--- config.mk ---
export PLATFORM = sky130hd
export DESIGN_NAME = rect_blit_engine
export DESIGN_NICKNAME = d
export VERILOG_FILES = /design/src/rtl/rbe_pkg.sv /design/src/rtl/rbe_regfile.sv /design/src/rtl/rbe_walker.sv /design/src/rtl/rbe_addr.sv /design/src/rtl/rect_blit_engine.sv
export SDC_FILE = /design/constraint.sdc
export NUM_CORES = 1
export LEC_CHECK = 0
export ABC_AREA = 1
export BUFFER_PORTS_ARGS = -buffer_cell sky130_fd_sc_hd__buf_2
export CORE_ASPECT_RATIO = 1.2
export CORE_MARGIN = 2
export CORE_UTILIZATION = 60
export DETAILED_ROUTE_END_ITERATION = 8
export PLACE_DENSITY_LB_ADDON = 0.12
export SLEW_MARGIN = 0
export SYNTH_ARGS = -nofsm -noshare
export SYNTH_HDL_FRONTEND = slang
export SYNTH_SLANG_ARGS = --single-unit
--- constraint.sdc ---
create_clock -name clk -period 10.1 [get_ports clk]
set_input_delay 0.505 -clock clk [delete_from_list [all_inputs] [get_ports clk]]
set_output_delay 0.505 -clock clk [all_outputs]
set_load 0.01 [all_outputs]
--- src/rtl/rbe_pkg.sv ---
package rbe_pkg;
  localparam int NUM_REGS       = 11;
  localparam int RI_FILL_COLOUR = 0;
  localparam int RI_FILL_W      = 1;
  localparam int RI_FILL_H      = 2;
  localparam int RI_FILL_X      = 3;
  localparam int RI_FILL_Y      = 4;
  localparam int RI_COPY_W      = 5;
  localparam int RI_COPY_H      = 6;
  localparam int RI_SRC_X       = 7;
  localparam int RI_SRC_Y       = 8;
  localparam int RI_DST_X       = 9;
  localparam int RI_DST_Y       = 10;

  typedef enum logic [2:0] {
    ST_IDLE,
    ST_FILL,
    ST_RD,
    ST_RD_WAIT,
    ST_WR
  } eng_state_e;
endpackage

--- src/rtl/rbe_regfile.sv ---
module rbe_regfile import rbe_pkg::*; #(
  parameter int WORD_W = 16,
  parameter int RA_W   = 4
) (
  input  logic              clk,
  input  logic              rst_n,
  input  logic              cpu_wr,
  input  logic [RA_W-1:0]   cpu_addr,
  input  logic [WORD_W-1:0] cpu_wdata,
  output logic [WORD_W-1:0] cpu_rdata,
  output logic [WORD_W-1:0] regs_nx [NUM_REGS]
);
  logic [WORD_W-1:0] regs_q [NUM_REGS];

  for (genvar g = 0; g < NUM_REGS; g++) begin : g_reg
    logic hit;
    assign hit = cpu_wr && (cpu_addr == RA_W'(g));

    always_ff @(posedge clk or negedge rst_n) begin
      if (!rst_n) begin
        regs_q[g] <= '0;
      end else if (hit) begin
        regs_q[g] <= cpu_wdata;
      end
    end

    // value the register holds after this cycle's write
    assign regs_nx[g] = hit ? cpu_wdata : regs_q[g];
  end

  always_comb begin
    cpu_rdata = '0;
    for (int i = 0; i < NUM_REGS; i++) begin
      if (cpu_addr == RA_W'(i)) begin
        cpu_rdata = regs_q[i];
      end
    end
  end
endmodule

--- src/rtl/rbe_walker.sv ---
module rbe_walker #(
  parameter int WORD_W = 16
) (
  input  logic              clk,
  input  logic              rst_n,
  input  logic              load,
  input  logic              rev_in,
  input  logic [WORD_W-1:0] w_in,
  input  logic [WORD_W-1:0] h_in,
  input  logic              step,
  output logic [WORD_W-1:0] cx,
  output logic [WORD_W-1:0] cy,
  output logic              last
);
  logic              rev_q, rev_d;
  logic [WORD_W-1:0] w_q, w_d, h_q, h_d, cx_q, cx_d, cy_q, cy_d;

  always_comb begin
    rev_d = rev_q;
    w_d   = w_q;
    h_d   = h_q;
    cx_d  = cx_q;
    cy_d  = cy_q;
    if (load) begin
      rev_d = rev_in;
      w_d   = w_in;
      h_d   = h_in;
      cx_d  = rev_in ? w_in : '0;
      cy_d  = rev_in ? h_in : '0;
    end else if (step) begin
      if (!rev_q) begin
        if (cx_q == w_q) begin
          cx_d = '0;
          cy_d = cy_q + 1'b1;
        end else begin
          cx_d = cx_q + 1'b1;
        end
      end else begin
        if (cx_q == '0) begin
          cx_d = w_q;
          cy_d = cy_q - 1'b1;
        end else begin
          cx_d = cx_q - 1'b1;
        end
      end
    end
  end

  always_ff @(posedge clk or negedge rst_n) begin
    if (!rst_n) begin
      rev_q <= 1'b0;
      w_q   <= '0;
      h_q   <= '0;
      cx_q  <= '0;
      cy_q  <= '0;
    end else if (load || step) begin
      rev_q <= rev_d;
      w_q   <= w_d;
      h_q   <= h_d;
      cx_q  <= cx_d;
      cy_q  <= cy_d;
    end
  end

  assign cx   = cx_q;
  assign cy   = cy_q;
  assign last = rev_q ? ((cx_q == '0) && (cy_q == '0))
                      : ((cx_q == w_q) && (cy_q == h_q));
endmodule

--- src/rtl/rbe_addr.sv ---
module rbe_addr #(
  parameter int SCREEN_W = 1920,
  parameter int WORD_W   = 16,
  parameter int ADDR_W   = 21
) (
  input  logic [WORD_W-1:0] org_x,
  input  logic [WORD_W-1:0] org_y,
  input  logic [WORD_W-1:0] off_x,
  input  logic [WORD_W-1:0] off_y,
  output logic [ADDR_W-1:0] addr
);
  localparam int LW = 2 * WORD_W;
  localparam logic [LW-1:0] STRIDE = LW'(SCREEN_W);

  logic [WORD_W-1:0] px, py;

  always_comb begin
    px   = WORD_W'(org_x + off_x);
    py   = WORD_W'(org_y + off_y);
    addr = ADDR_W'(({{WORD_W{1'b0}}, py} * STRIDE) + {{WORD_W{1'b0}}, px});
  end
endmodule

--- src/rtl/rect_blit_engine.sv ---
module rect_blit_engine import rbe_pkg::*; #(
  parameter int SCREEN_W = 1920,
  parameter int SCREEN_H = 1080,
  parameter int WORD_W   = 16,
  localparam int ADDR_W  = $clog2(SCREEN_W * SCREEN_H),
  localparam int RA_W    = $clog2(NUM_REGS)
) (
  input  logic              clk,
  input  logic              rst_n,
  input  logic              cpu_wr,
  input  logic [RA_W-1:0]   cpu_addr,
  input  logic [WORD_W-1:0] cpu_wdata,
  output logic [WORD_W-1:0] cpu_rdata,
  output logic              cpu_ready,
  output logic              mem_req,
  output logic              mem_we,
  output logic [ADDR_W-1:0] mem_addr,
  output logic [WORD_W-1:0] mem_wdata,
  input  logic              mem_gnt,
  input  logic              mem_rvalid,
  input  logic [WORD_W-1:0] mem_rdata
);
  // reset: asserted asynchronously, released on the clock
  logic [1:0] rst_sync_q;
  logic       rst_i_n;

  always_ff @(posedge clk or negedge rst_n) begin
    if (!rst_n) begin
      rst_sync_q <= 2'b00;
    end else begin
      rst_sync_q <= {rst_sync_q[0], 1'b1};
    end
  end
  assign rst_i_n = rst_sync_q[1];

  logic [WORD_W-1:0] regs_nx [NUM_REGS];

  rbe_regfile #(.WORD_W(WORD_W), .RA_W(RA_W)) u_regs (
    .clk       (clk),
    .rst_n     (rst_i_n),
    .cpu_wr    (cpu_wr),
    .cpu_addr  (cpu_addr),
    .cpu_wdata (cpu_wdata),
    .cpu_rdata (cpu_rdata),
    .regs_nx   (regs_nx)
  );

  logic fill_go, copy_go, dst_later;
  assign fill_go = cpu_wr && (cpu_addr == RA_W'(RI_FILL_Y));
  assign copy_go = cpu_wr && (cpu_addr == RA_W'(RI_DST_Y));
  assign dst_later = (regs_nx[RI_DST_Y] > regs_nx[RI_SRC_Y]) ||
                     ((regs_nx[RI_DST_Y] == regs_nx[RI_SRC_Y]) &&
                      (regs_nx[RI_DST_X] > regs_nx[RI_SRC_X]));

  eng_state_e state_q, state_d;
  logic load, step, snap_en, cap_en;
  logic [WORD_W-1:0] len_w, len_h, org_x_nx, org_y_nx;
  logic rev_nx;
  logic [WORD_W-1:0] cx, cy;
  logic last;

  // operation parameters captured at launch
  logic [WORD_W-1:0] org_x_q, org_y_q, src_x_q, src_y_q, colour_q, data_q;

  always_comb begin
    len_w    = fill_go ? regs_nx[RI_FILL_W] : regs_nx[RI_COPY_W];
    len_h    = fill_go ? regs_nx[RI_FILL_H] : regs_nx[RI_COPY_H];
    org_x_nx = fill_go ? regs_nx[RI_FILL_X] : regs_nx[RI_DST_X];
    org_y_nx = fill_go ? regs_nx[RI_FILL_Y] : regs_nx[RI_DST_Y];
    rev_nx   = !fill_go && dst_later;
  end

  always_comb begin
    state_d = state_q;
    load    = 1'b0;
    step    = 1'b0;
    snap_en = 1'b0;
    cap_en  = 1'b0;
    unique case (state_q)
      ST_IDLE: begin
        if (fill_go) begin
          state_d = ST_FILL;
          load    = 1'b1;
          snap_en = 1'b1;
        end else if (copy_go) begin
          state_d = ST_RD;
          load    = 1'b1;
          snap_en = 1'b1;
        end
      end
      ST_FILL: begin
        if (mem_gnt) begin
          if (last) state_d = ST_IDLE;
          else      step    = 1'b1;
        end
      end
      ST_RD: begin
        if (mem_gnt) state_d = ST_RD_WAIT;
      end
      ST_RD_WAIT: begin
        if (mem_rvalid) begin
          cap_en  = 1'b1;
          state_d = ST_WR;
        end
      end
      ST_WR: begin
        if (mem_gnt) begin
          if (last) begin
            state_d = ST_IDLE;
          end else begin
            step    = 1'b1;
            state_d = ST_RD;
          end
        end
      end
      default: state_d = ST_IDLE;
    endcase
  end

  always_ff @(posedge clk or negedge rst_i_n) begin
    if (!rst_i_n) begin
      state_q <= ST_IDLE;
    end else begin
      state_q <= state_d;
    end
  end

  always_ff @(posedge clk) begin
    if (snap_en) begin
      org_x_q  <= org_x_nx;
      org_y_q  <= org_y_nx;
      src_x_q  <= regs_nx[RI_SRC_X];
      src_y_q  <= regs_nx[RI_SRC_Y];
      colour_q <= regs_nx[RI_FILL_COLOUR];
    end
    if (cap_en) begin
      data_q <= mem_rdata;
    end
  end

  rbe_walker #(.WORD_W(WORD_W)) u_walk (
    .clk    (clk),
    .rst_n  (rst_i_n),
    .load   (load),
    .rev_in (rev_nx),
    .w_in   (len_w),
    .h_in   (len_h),
    .step   (step),
    .cx     (cx),
    .cy     (cy),
    .last   (last)
  );

  logic [ADDR_W-1:0] dst_addr, src_addr;

  rbe_addr #(.SCREEN_W(SCREEN_W), .WORD_W(WORD_W), .ADDR_W(ADDR_W)) u_dst_addr (
    .org_x (org_x_q),
    .org_y (org_y_q),
    .off_x (cx),
    .off_y (cy),
    .addr  (dst_addr)
  );

  rbe_addr #(.SCREEN_W(SCREEN_W), .WORD_W(WORD_W), .ADDR_W(ADDR_W)) u_src_addr (
    .org_x (src_x_q),
    .org_y (src_y_q),
    .off_x (cx),
    .off_y (cy),
    .addr  (src_addr)
  );

  always_comb begin
    cpu_ready = (state_q == ST_IDLE);
    mem_req   = (state_q == ST_FILL) || (state_q == ST_RD) || (state_q == ST_WR);
    mem_we    = (state_q == ST_FILL) || (state_q == ST_WR);
    mem_addr  = (state_q == ST_RD) ? src_addr : dst_addr;
    mem_wdata = (state_q == ST_FILL) ? colour_q : data_q;
  end
endmodule

==> Yosys cells after proc, flatten, opt, wreduce, memory -nomap -nowiden <==
Index checks and enable logic that the tools add are counted.
{ "totals": {"elab_cells": 151, "register_bits": 342, "out_inout_bits": 56, "in_bits": 41} }
{ "classes": {"n_reduce_logical": 32, "add_sub_neg": 10, "mul": 2, "muxes": 57, "magnitude_cmp": 2, "eq_ne": 24} }
{ "ops": {"columns": ["cell", "n"], "rows": [
  ["two-way mux 16 bit", 38],
  ["adder 16 bit", 4],
  ["== test 16 bit", 3],
  ["adder 21 x 16 -> 21 bit", 2],
  ["adder 16 x 1 -> 16 bit, second input constant", 2],
  ["> comparator 16 bit", 2],
  ["zero test 16 bit", 2],
  ["multiplier 16 x 4 -> 14 bit, second input constant", 2],
  ["subtractor 16 x 1 -> 16 bit, second input constant", 2],
  ["two-way mux 21 bit", 1],
  ["two-way mux 3 bit", 7],
  ["== test 4 x 3 -> 1 bit, second input constant", 4],
  ["logical AND 1 bit", 15],
  ["one-hot mux 3 bit (5 select lines)", 1],
  ["== test 4 bit, second input constant", 3],
  ["!= test 2 bit, second input constant", 5],
  ["two-way mux 1 bit", 9],
  ["== test 4 x 2 -> 1 bit, second input constant", 2],
  ["== test 3 x 2 -> 1 bit, second input constant", 2],
  ["AND reduction 6 bit", 1],
  ["logical OR 1 bit", 5],
  ["== test 4 x 1 -> 1 bit, second input constant", 1],
  ["zero test 4 bit", 1],
  ["AND reduction 2 bit", 2],
  ["other kinds (11)", 11]
]} }

==> Logic depth before layout (Yosys ltp) <==
Gate-level depths: netlist of run 1.
{ "depth": {"depth_word": 12, "depth_mapped": 30, "depth_no_buf": 30} }

==> Hierarchy <==
From an unflattened synthesis of run 1, not the netlist that was laid out.
{ "hier_totals": {"cells_unflattened": 3420, "area_unflattened_um2": 25001.5} }
{ "modules_own_cells": {"columns": ["module", "area_per_inst_um2", "n_inst", "cells_each", "seq_area_each_um2"], "rows": [
  ["rbe_regfile", 7749.9, 1, 943, 4404.2],
  ["rbe_walker", 5410.2, 1, 854, 1626.6],
  ["rect_blit_engine", 5273.8, 1, 567, 3007.9],
  ["rbe_addr (u_src_addr)", 3285.7, 1, 528, 0.0],
  ["rbe_addr (u_dst_addr)", 3281.9, 1, 528, 0.0]
]} }

==> Worst setup path before layout of run 1 <==
No wires, ideal clock.
{ "synth_path": {"path_type": "register to output", "startpoint": "reg u_walk.cy_q[0], in the netlist u_walk.cy[0]", "endpoint": "out mem_addr[20]", "path_slack_ns": 4.790, "path_stages_with_launch": 28, "path_buffers": 0, "required_ns": 9.595, "arrival_time_ns": 4.805, "cell_sequence": "dfrtp_1 > ha_1 > fa_1 > nand2_1 > inv_1 > nor2_1 > inv_1 > fa_1 > fa_1 > inv_1 > ha_1 > a21oi_1 > nand2_1 > a21oi_1 > nor2_1 > nor2_1 > xnor2_1 > ha_1 > nand2_1 > nor2_1 > nand3_1 > a31oi_1 > nand3_1 > nor2_1 > inv_1 > nand2_1 > nand3_1 > nand2_1"} }
{ "synth_between": {"elab_chain_len": 4, "word_cells_on_any_way": 7, "cone_classes": "4 x add/sub; 2 x mul; 1 x mux"} }
{ "synth_rtl": {"columns": ["item", "line", "rtl"], "rows": [
  ["from (decl)", "rbe_walker.sv:16", "logic [WORD_W-1:0] w_q, w_d, h_q, h_d, cx_q, cx_d, cy_q, cy_d;"],
  ["from (signal assigned)", "rbe_walker.sv:61", "cy_q <= cy_d;"],
  ["adder 16 bit", "rbe_addr.sv:19", "py = WORD_W'(org_y + off_y);"],
  ["multiplier 16 x 4 -> 14 bit", "rbe_addr.sv:20", "addr = ADDR_W'(({{WORD_W{1'b0}}, py} * STRIDE) + {{WORD_W{1'b0}}, px});"],
  ["adder 21 x 16 -> 21 bit", "rbe_addr.sv:20", null],
  ["two-way mux 21 bit *", "rect_blit_engine.sv:176", "mem_addr = (state_q == ST_RD) ? src_addr : dst_addr;"],
  ["to (decl)", "rect_blit_engine.sv:17", "output logic [ADDR_W-1:0] mem_addr,"]
]} }
Every way passes the cells marked *; elsewhere a longest branch is shown, timed or not.

==> Worst setup path in the final report of run 1 <==
Ends and elaborated chain as after synthesis.

==> impl_results.md, run 1 <==
- Run status: complete, no violations
- Dpl hpwl: 58790 um
- Synthesized instance count: roughly 3100
- Share of cells above drive strength 1: just under 8%
- Post-route minimum period: 6571 ps
- Fin Clk Skew: between 20 and 25 ps
- Most used flip-flop cell after synthesis: dfrtp_1
- Starting Density: roughly three fifths
- Mapped Nets: around 3300
- # Max-Cap Violations: 0
- Slew HR: between 20% and 30%
- Flops & latches, synth: ~340
- CP startpoint kind: register
- First-pass GRT wire length: 117000 um
- Antenna violations before repair: 4
- CTS root buf: clkbuf_16
- Final net count: 3409
- Synth unique cells: 58
- Post-synth ARST share: between 70 and 80%
- CP arrival: around 6100 ps
- Congestion Overflow GR: 0
- Routability Congestion: between 0.9 and 1
- Slew @ Worst Pin: between 1000 and 1500 ps
- Routed vias: 21880
- TritonRoute pass-1 iters: 6
- ANT nets after route: 0
- Htree depth: 2
- Area delta synth->final: 8.780%
- Post-CTS Resized: 0
- Setup bufs post-CTS: 0
- Die span in x: 185.3 um
- Required @ worst endpoint: 9600 ps
- Largest net degree at the start of global routing: between 100 and 150
- GRT Util Overall: 37.27%
- Unrepaired setup endpoints after global routing: false
- CTS tree: done
- Hold Crit Depth: 1
- Reg2Reg Depth: 13
- Total wire length: around 76000 um
- Clock Sinks: 338
- Avg Inst Size Synth: 7.606 um^2
- Wire per inst: a little over 20 um
- Final hold vios: 0
- Max-slew violations: 0
- Critical path class: reg -> out
- Core Area: 38850 um^2
- Final setup fails: 0
- DIE HEIGHT: 221.6 um
- CP Max Fanout: 9
- Number of global-route vias before repair: 21080
- Hold crit path type: in -> reg
- Clk Latency, worst-skew pair: 540 ps
- I/O pins: 97
- DRC: 0
- Ys Warns: 0
- Core Rows: 79
- Sum Neg Setup Slack: 0 ps
- DRT iter0 DRCs: 2035
- Max Fclk: ~150 MHz
- CTS Buf Count: 36
- CP endpoint kind: output port
- Final worst-path cycle share: 65.06%
- # hold bufs at CTS: 1
- Port bufs: 96
- Number of enable flip-flop cells after synthesis: 92
- Die Area: 41060 um^2
- Clock buffer depth: 3
- Via density: 5.865
- Clk slew on worst S/H paths: approximately 60 ps
- Synthesized area: 23670 um^2
- Register area share after synthesis: 37.68%
==> worst max-delay path, cell delays in order, from the launching register on <==
cell and delay [ps]:
dfrtp_1 500, ha_1 300, fa_1 440, nand3_1 100, nand3_1 140, xor2_1 520
xor2_1 280, xor2_1 120, fa_1 530, inv_1 40, ha_1 340, a21oi_1 140
o21ai_0 130, a21oi_1 230, xnor2_1 110, ha_1 320, nand2_1 70, nor2_1 120
nand3_1 110, a31oi_1 310, nand3_1 140, nor2_1 170, nand3_1 100, nand3_1 80
nand2_1 70, buf_2 140
==> metal layers <==
layer  GRT usage, %  wire length [um]  up-vias
met3          4.566              5018      228
met4          19.05              4374        4
li1               -                 -    10340
met2          62.64             36750      937
met1          47.08             30180    10370
met5              0                27        -
==> path summary, 6_finish.rpt <==
check / endpoint / slack [ps] / startpoint
setup / recovery: mem_addr[20] / 3530 / u_walk.cy[0]
hold / removal: data_q[15] / 140 / mem_rdata[15]
setup reg to reg: u_walk.cy[15] / 6270 / state_q[0]
hold reg to reg: rst_sync_q[1] / 350 / rst_sync_q[0]
max in group asynchronous: u_regs.regs_q[175] / 8390 / rst_sync_q[1]
min in group asynchronous: rst_sync_q[1] / 300 / rst_n
==> cell families after synthesis <==
group	Yosys count	synth area share (%)
simple gates	1296	22.96
compound gates	618	14.67
buf+inv	549	9.002
flops	338	37.68
fa+ha+maj	194	11.30
xor+xnor	114	4.282
mux	2	0.08458
other cells	1	0.01584
==> Yosys cell counts, types with 7 or more instances <==
cell type	n	area [um^2]
inv_2	29	108.9
nand4_1	37	231.5
xor2_1	69	604.3
ha_1	161	2014
or2_2	25	156.4
a21o_1	10	75.07
a21oi_1	151	755.7
nor3_1	30	150.1
xnor2_1	44	385.4
nand3_1	150	750.7
o21ai_1	126	630.6
nor2_1	156	585.6
o22ai_1	16	100.1
o2111ai_1	17	148.9
o21ai_0	201	1006
a31oi_1	8	50.05
nand2_1	851	3194
nor4_1	7	43.79
o211ai_1	12	90.09
inv_1	427	1603
or2_1	13	81.33
edfxtp_1	92	2763
o31ai_1	8	60.06
a221oi_1	16	140.1
dfrtp_1	246	6156
buf_2	30	150.1
clkbuf_1	51	191.4
fa_1	33	660.6
o21bai_1	22	165.2
==> metrics by stage <==
step                      area, um^2  worst slack (ps)  instances  hold slack, ps  utilization (%)
after floorplan                23670              2737       3112           209.4                -
after global routing           25740              2867       3728           127.4            66.27
final                          25750              3529       3730           139.5            66.28
after CTS                      25740              3609       3728           129.5            66.27
after global placement         24560              4318       3661           290.3            63.22
after detailed placement       24560              4180       3661           293.8            63.22
==> state kept, by name, summed over array words and instances (netlist names) <==
name	count
u_regs.regs_q	176
colour_q	16
data_q	16
org_x_q	16
src_x_q	16
u_walk.cx	16
u_walk.cy	16
u_walk.h_q	16
u_walk.w_q	16
org_y_q	14
src_y_q	14
state_q	3
rst_sync_q	2
u_walk.rev_q	1
==> placed cells by master (no fill, tap or decap), types with 17 or more instances in the layout <==
master / netlist / final
a21oi_1: 151 / 151
buf_2: 30 / 96
clkbuf_16: 0 / 38
dfrtp_1: 246 / 245
edfxtp_1: 92 / 92
fa_1: 33 / 33
ha_1: 161 / 161
inv_1: 427 / 427
inv_2: 29 / 28
nand2_1: 851 / 851
nand3_1: 150 / 150
nand4_1: 37 / 37
nor2_1: 156 / 155
nor3_1: 30 / 30
o2111ai_1: 17 / 17
o21ai_0: 201 / 201
o21ai_1: 126 / 126
o21bai_1: 22 / 22
or2_2: 25 / 25
xnor2_1: 44 / 44
xor2_1: 69 / 69
==> final cells by class <==
class / instances / area, um^2
tap: 526 / 658.1
fill: 3374 / 13100
antenna: 2 / 5.005
inverter: 459 / 1728
multi-input combinational: 2225 / 12630
timing repair buffer: 114 / 630.6
clock inverter: 18 / 156.4
sequential: 338 / 8922
clock buffer: 48 / 1018
Power of run 1 is not shown: default switching activity piles up to over one toggle a cycle in this logic, so the estimate is an artifact.
==> inputs of run 2 (changes only) <==
--- a/config.mk
+++ b/config.mk
@@ -5,7 +5,7 @@
 export SDC_FILE = /design/constraint.sdc
 export NUM_CORES = 1
 export LEC_CHECK = 0
-export ABC_AREA = 1
+export ABC_AREA = 0
 export BUFFER_PORTS_ARGS = -buffer_cell sky130_fd_sc_hd__buf_2
 export CORE_ASPECT_RATIO = 1.2
 export CORE_MARGIN = 2
==> constraint.sdc (replaced) <==
create_clock -name clk -period 6.3 [get_ports clk]
set_input_delay 0.315 -clock clk [delete_from_list [all_inputs] [get_ports clk]]
set_output_delay 0.315 -clock clk [all_outputs]
set_load 0.01 [all_outputs]
==> impl_results.md, run 2 <==
- ANT nets after route: 0 (unchanged)
- Clk Latency, worst-skew pair: 540 ps (about the same)
- Clock Sinks: 338 (unchanged)
- Final worst-path cycle share: about 100%
- CTS Buf Count: 34 (was 36)
- Core Area: 37570 um^2 (was 38850 um^2)
- Antenna violations before repair: 1 (was 4)
- DRC: 0 (unchanged)
- Wire per inst: 23.51 um (was 20.47 um)
- Slew @ Worst Pin: 1070 ps (was 1075 ps)
- Sum Neg Setup Slack: 0 ps (unchanged)
- Mapped Nets: 2466 (was 3347)
- Most frequent CP cell: xnor2_1 (was nand3_1)
- Number of global-route vias before repair: 17940 (was 21080)
- Most frequent cell after synthesis: dfrtp_1 (was nand2_1)
- Post-synth ARST share: 72.78% (unchanged)
- Die Area: 39530 um^2 (was 41060 um^2)
- Critical Path Start: org_y_q[1] (was u_walk.cy[0])
- Final setup fails: 0 (unchanged)
- Core Rows: 78 (was 79)
- Largest net degree at the start of global routing: 137 (was 132)
- Max-slew violations: 0 (unchanged)
- Number of enable flip-flop cells after synthesis: 92 (unchanged)
- Most frequent cells in the layout: 242 x dfrtp_1, 180 x mux2_2, 166 x nand2_1, 150 x inv_1, 150 x ha_1 (was 851 x nand2_1, 427 x inv_1, 245 x dfrtp_1, 201 x o21ai_0, 161 x ha_1)
- Hold crit path type: in -> async (was in -> reg)
- Max Fclk: 161.1 MHz
- Congestion Overflow GR: 0 (unchanged)
- Reg2Reg Depth: 12 (was 13)
- Total number of cells along the worst setup path: 23 (was 25)
- Commonest cells post-synth: 246 x dfrtp_1, 180 x mux2_2, 167 x nand2_1, 161 x ha_1, 156 x inv_1 (was 851 x nand2_1, 427 x inv_1, 246 x dfrtp_1, 201 x o21ai_0, 161 x ha_1)
- Avg Inst Size Synth: 10.21 um^2 (was 7.606 um^2)
- Run status: complete, no violations (unchanged)
- Final non-filler cell total: 2832 (was 3730)
- # Max-Cap Violations: 0 (unchanged)
- CP Max Fanout: 3 (was 9)
- First-pass GRT wire length: 102800 um (was 117000 um)
- Reg area: 8926 um^2 (was 8922 um^2)
- Reg-to-Reg End: u_walk.cy[15] (unchanged)
- Most used flip-flop cell after synthesis: dfrtp_1 (unchanged)
- DRT iter0 DRCs: 1490 (was 2035)
- Clock buffer depth: 3 (unchanged)
- Synthesized area: 22770 um^2 (was 23670 um^2)
- Required @ worst endpoint: 5980 ps (was 9600 ps)
- DP Cell Count: 2731 (was 3661)
- Top-area cell type share of the netlist area: 27.03% (was 26.01%)
- Largest cells by area after synthesis: dfrtp_1 27%, edfxtp_1 12%, mux2_2 8.9%, ha_1 8.8%, xnor2_1 4.5% (was dfrtp_1 26%, nand2_1 13%, edfxtp_1 12%, ha_1 8.5%, inv_1 6.8%)
- Routed vias: 17840 (was 21880)
- Buf/Inv on CP: 4 (was 2)
- Port bufs: 96 (unchanged)
- Biggest area consumer among synthesized cells: dfrtp_1 (unchanged)
- Synthesized instance count: 2231 (was 3112)
- CP startpoint kind: register (unchanged)
- Worst setup endpoint: mem_addr[20] (unchanged)
- Multi-input logic area: 13280 um^2 (was 12630 um^2)
- CP top delay family: adder cells (unchanged)
- Routability Congestion: 0.9584 (was 0.9847)
- Fin Clk Skew: 24.47 ps (was 22.25 ps)
- Share of cells above drive strength 1: 20.46% (was 7.745%)
- Filler Cells Inserted: 2854 (was 3374)
- CP max stage cell: fa_1 (unchanged)
- Ys Warns: 0 (unchanged)
- Die span in x: 181.8 um (was 185.3 um)
- Via density: 6.298 (was 5.865)
- TritonRoute pass-1 iters: 7 (was 6)
- Slew HR: 28.59% (was 28.13%)
- Starting Density: 60.61% (was 60.93%)
- Cell breakdown of the critical path: buf_6 > fa_2 > a21o_1 > a211oi_2 > nor2_1 > nor2_2 > xnor2_2 > xnor2_1 > ha_1 > inv_2 > fa_1 > inv_2 > ha_4 > or2_4 > o31a_1 > a311oi_2 > xnor2_2 > nor4b_4 > xnor3_1 > xnor2_1 > xnor2_1 > mux2i_1 > buf_2
- CTS tree: done (unchanged)
- Htree depth: 2 (unchanged)
- Final hold vios: 0 (unchanged)
- Clk slew on worst S/H paths: 60 ps (about the same)
- Commonest non-fill, non-tap cell in the layout: dfrtp_1 (was nand2_1)
- DIE HEIGHT: 217.4 um (was 221.6 um)
- Reg2Reg Setup Slack: 2320 ps (was 6270 ps)
- Total wire length: 66590 um (was 76350 um)
- CTS root buf: clkbuf_16 (unchanged)
- GRT Util Overall: 33.91% (was 37.27%)
- I/O pins: 97 (unchanged)
- CP max stage delay: 510 ps (was 530 ps)
- Final net count: 2560 (was 3409)
- Dpl hpwl: 49570 um (was 58790 um)
- Post-route minimum period: between 6000 and 7000 ps
- CP arrival: 5890 ps (was 6070 ps)
- Flops & latches, synth: 338 (unchanged)
- Area delta synth->final: 12.64% (was 8.780%)
- Unrepaired setup endpoints after global routing: true (was false)
- Critical path class: reg -> out (unchanged)
- Reg-to-Reg Start: u_walk.cx[1] (was state_q[0])
- Max FFs per register: 176 (unchanged)
- Register area share after synthesis: 39.16% (was 37.68%)
- Biggest register: u_regs.regs_q (unchanged)
- CP endpoint kind: output port (unchanged)
- WHS: 98.45 ps (was 139.5 ps)
- Synth unique cells: 88 (was 58)
run 2: cell count changes after synthesis, sizes merged, moves of 31 or more:
| cell | before | now |
|---|---|---|
| nand2b | 0 | 44 |
| xnor2 | 44 | 116 |
| inv | 457 | 157 |
| o21a | 2 | 44 |
| mux2i | 2 | 51 |
| clkbuf | 51 | 82 |
| o21ai | 332 | 73 |
| nand2 | 854 | 167 |
| mux2 | 0 | 195 |
| nand3 | 151 | 35 |
run 2: worst min-delay path by stage:
stage / end / slack, ps
6_report: rst_sync_q[0] / 100
5_1_grt: rst_sync_q[0] / 120
4_1_cts: rst_sync_q[1] / 90
3_5_place_dp: rst_sync_q[0] / 100
3_3_place_gp: rst_sync_q[0] / 100
2_1_floorplan: rst_sync_q[0] / 20
run 2: final cells by class:
class	instances	area share, %
flip-flops and latches	338	34.80
diodes	1	0.009756
repair buffers	164	4.190
multi-input cells	1630	51.76
clock buffers	47	3.917
well taps	480	2.341
inverters	157	2.307
clock inverters	15	0.6780
run 2: cell families (layout without fill, tap and decap cells):
| kind of cell | after synthesis | after routing | share of synthesized area (%) |
|---|---|---|---|
| simple gates | 544 | 544 | 11.55 |
| xor+xnor | 173 | 173 | 6.775 |
| buf+inv | 263 | 383 | 4.445 |
| mux | 249 | 249 | 12.18 |
| other cells | 1 | 2 | 0.01647 |
| compound gates | 467 | 467 | 14.03 |
| fa+ha+maj | 196 | 196 | 11.84 |
| flops | 338 | 338 | 39.16 |
run 2: per-layer routing:
metal | vias up | routed length (um) | GRT usage (%)
met2 | 657 | 33270 | 59.91
li1 | 8174 | - | -
met3 | 156 | 4307 | 4.977
met4 | 0 | 2648 | 12.74
met5 | - | 0 | 0
met1 | 8848 | 26370 | 42.21
run 2: worst reg2reg max path: cells and delay by family, from the launching register on:
kind | cells | cell delay, ps
and+or+nand+nor | 4 | 1300
AOI/OAI and AO/OA | 4 | 1310
DFF | 1 | 490
adders and majority gates | 1 | 240
muxes | 1 | 150
buffers and inverters | 2 | 450
run 2: what timing repair did:
item,CTS,global route
hold buffers,17,0
pin swaps,5,35
buffers inserted,0,21
endpoints found under the setup margin,3,5
endpoints found under the hold margin,18,0
resized for setup,23,68
run 2: through the flow:
step | instance area, um^2 | util [%] | setup WS (ps)
after CTS | 25170 | 66.98 | 15.56
after detailed placement | 23720 | 63.12 | 239.4
after floorplan | 22770 | - | 784.5
final | 25650 | 68.27 | 92.48
after global placement | 23720 | 63.12 | 395.5
after global routing | 25650 | 68.26 | -141.2
Power of run 2 is left out for the same reason.
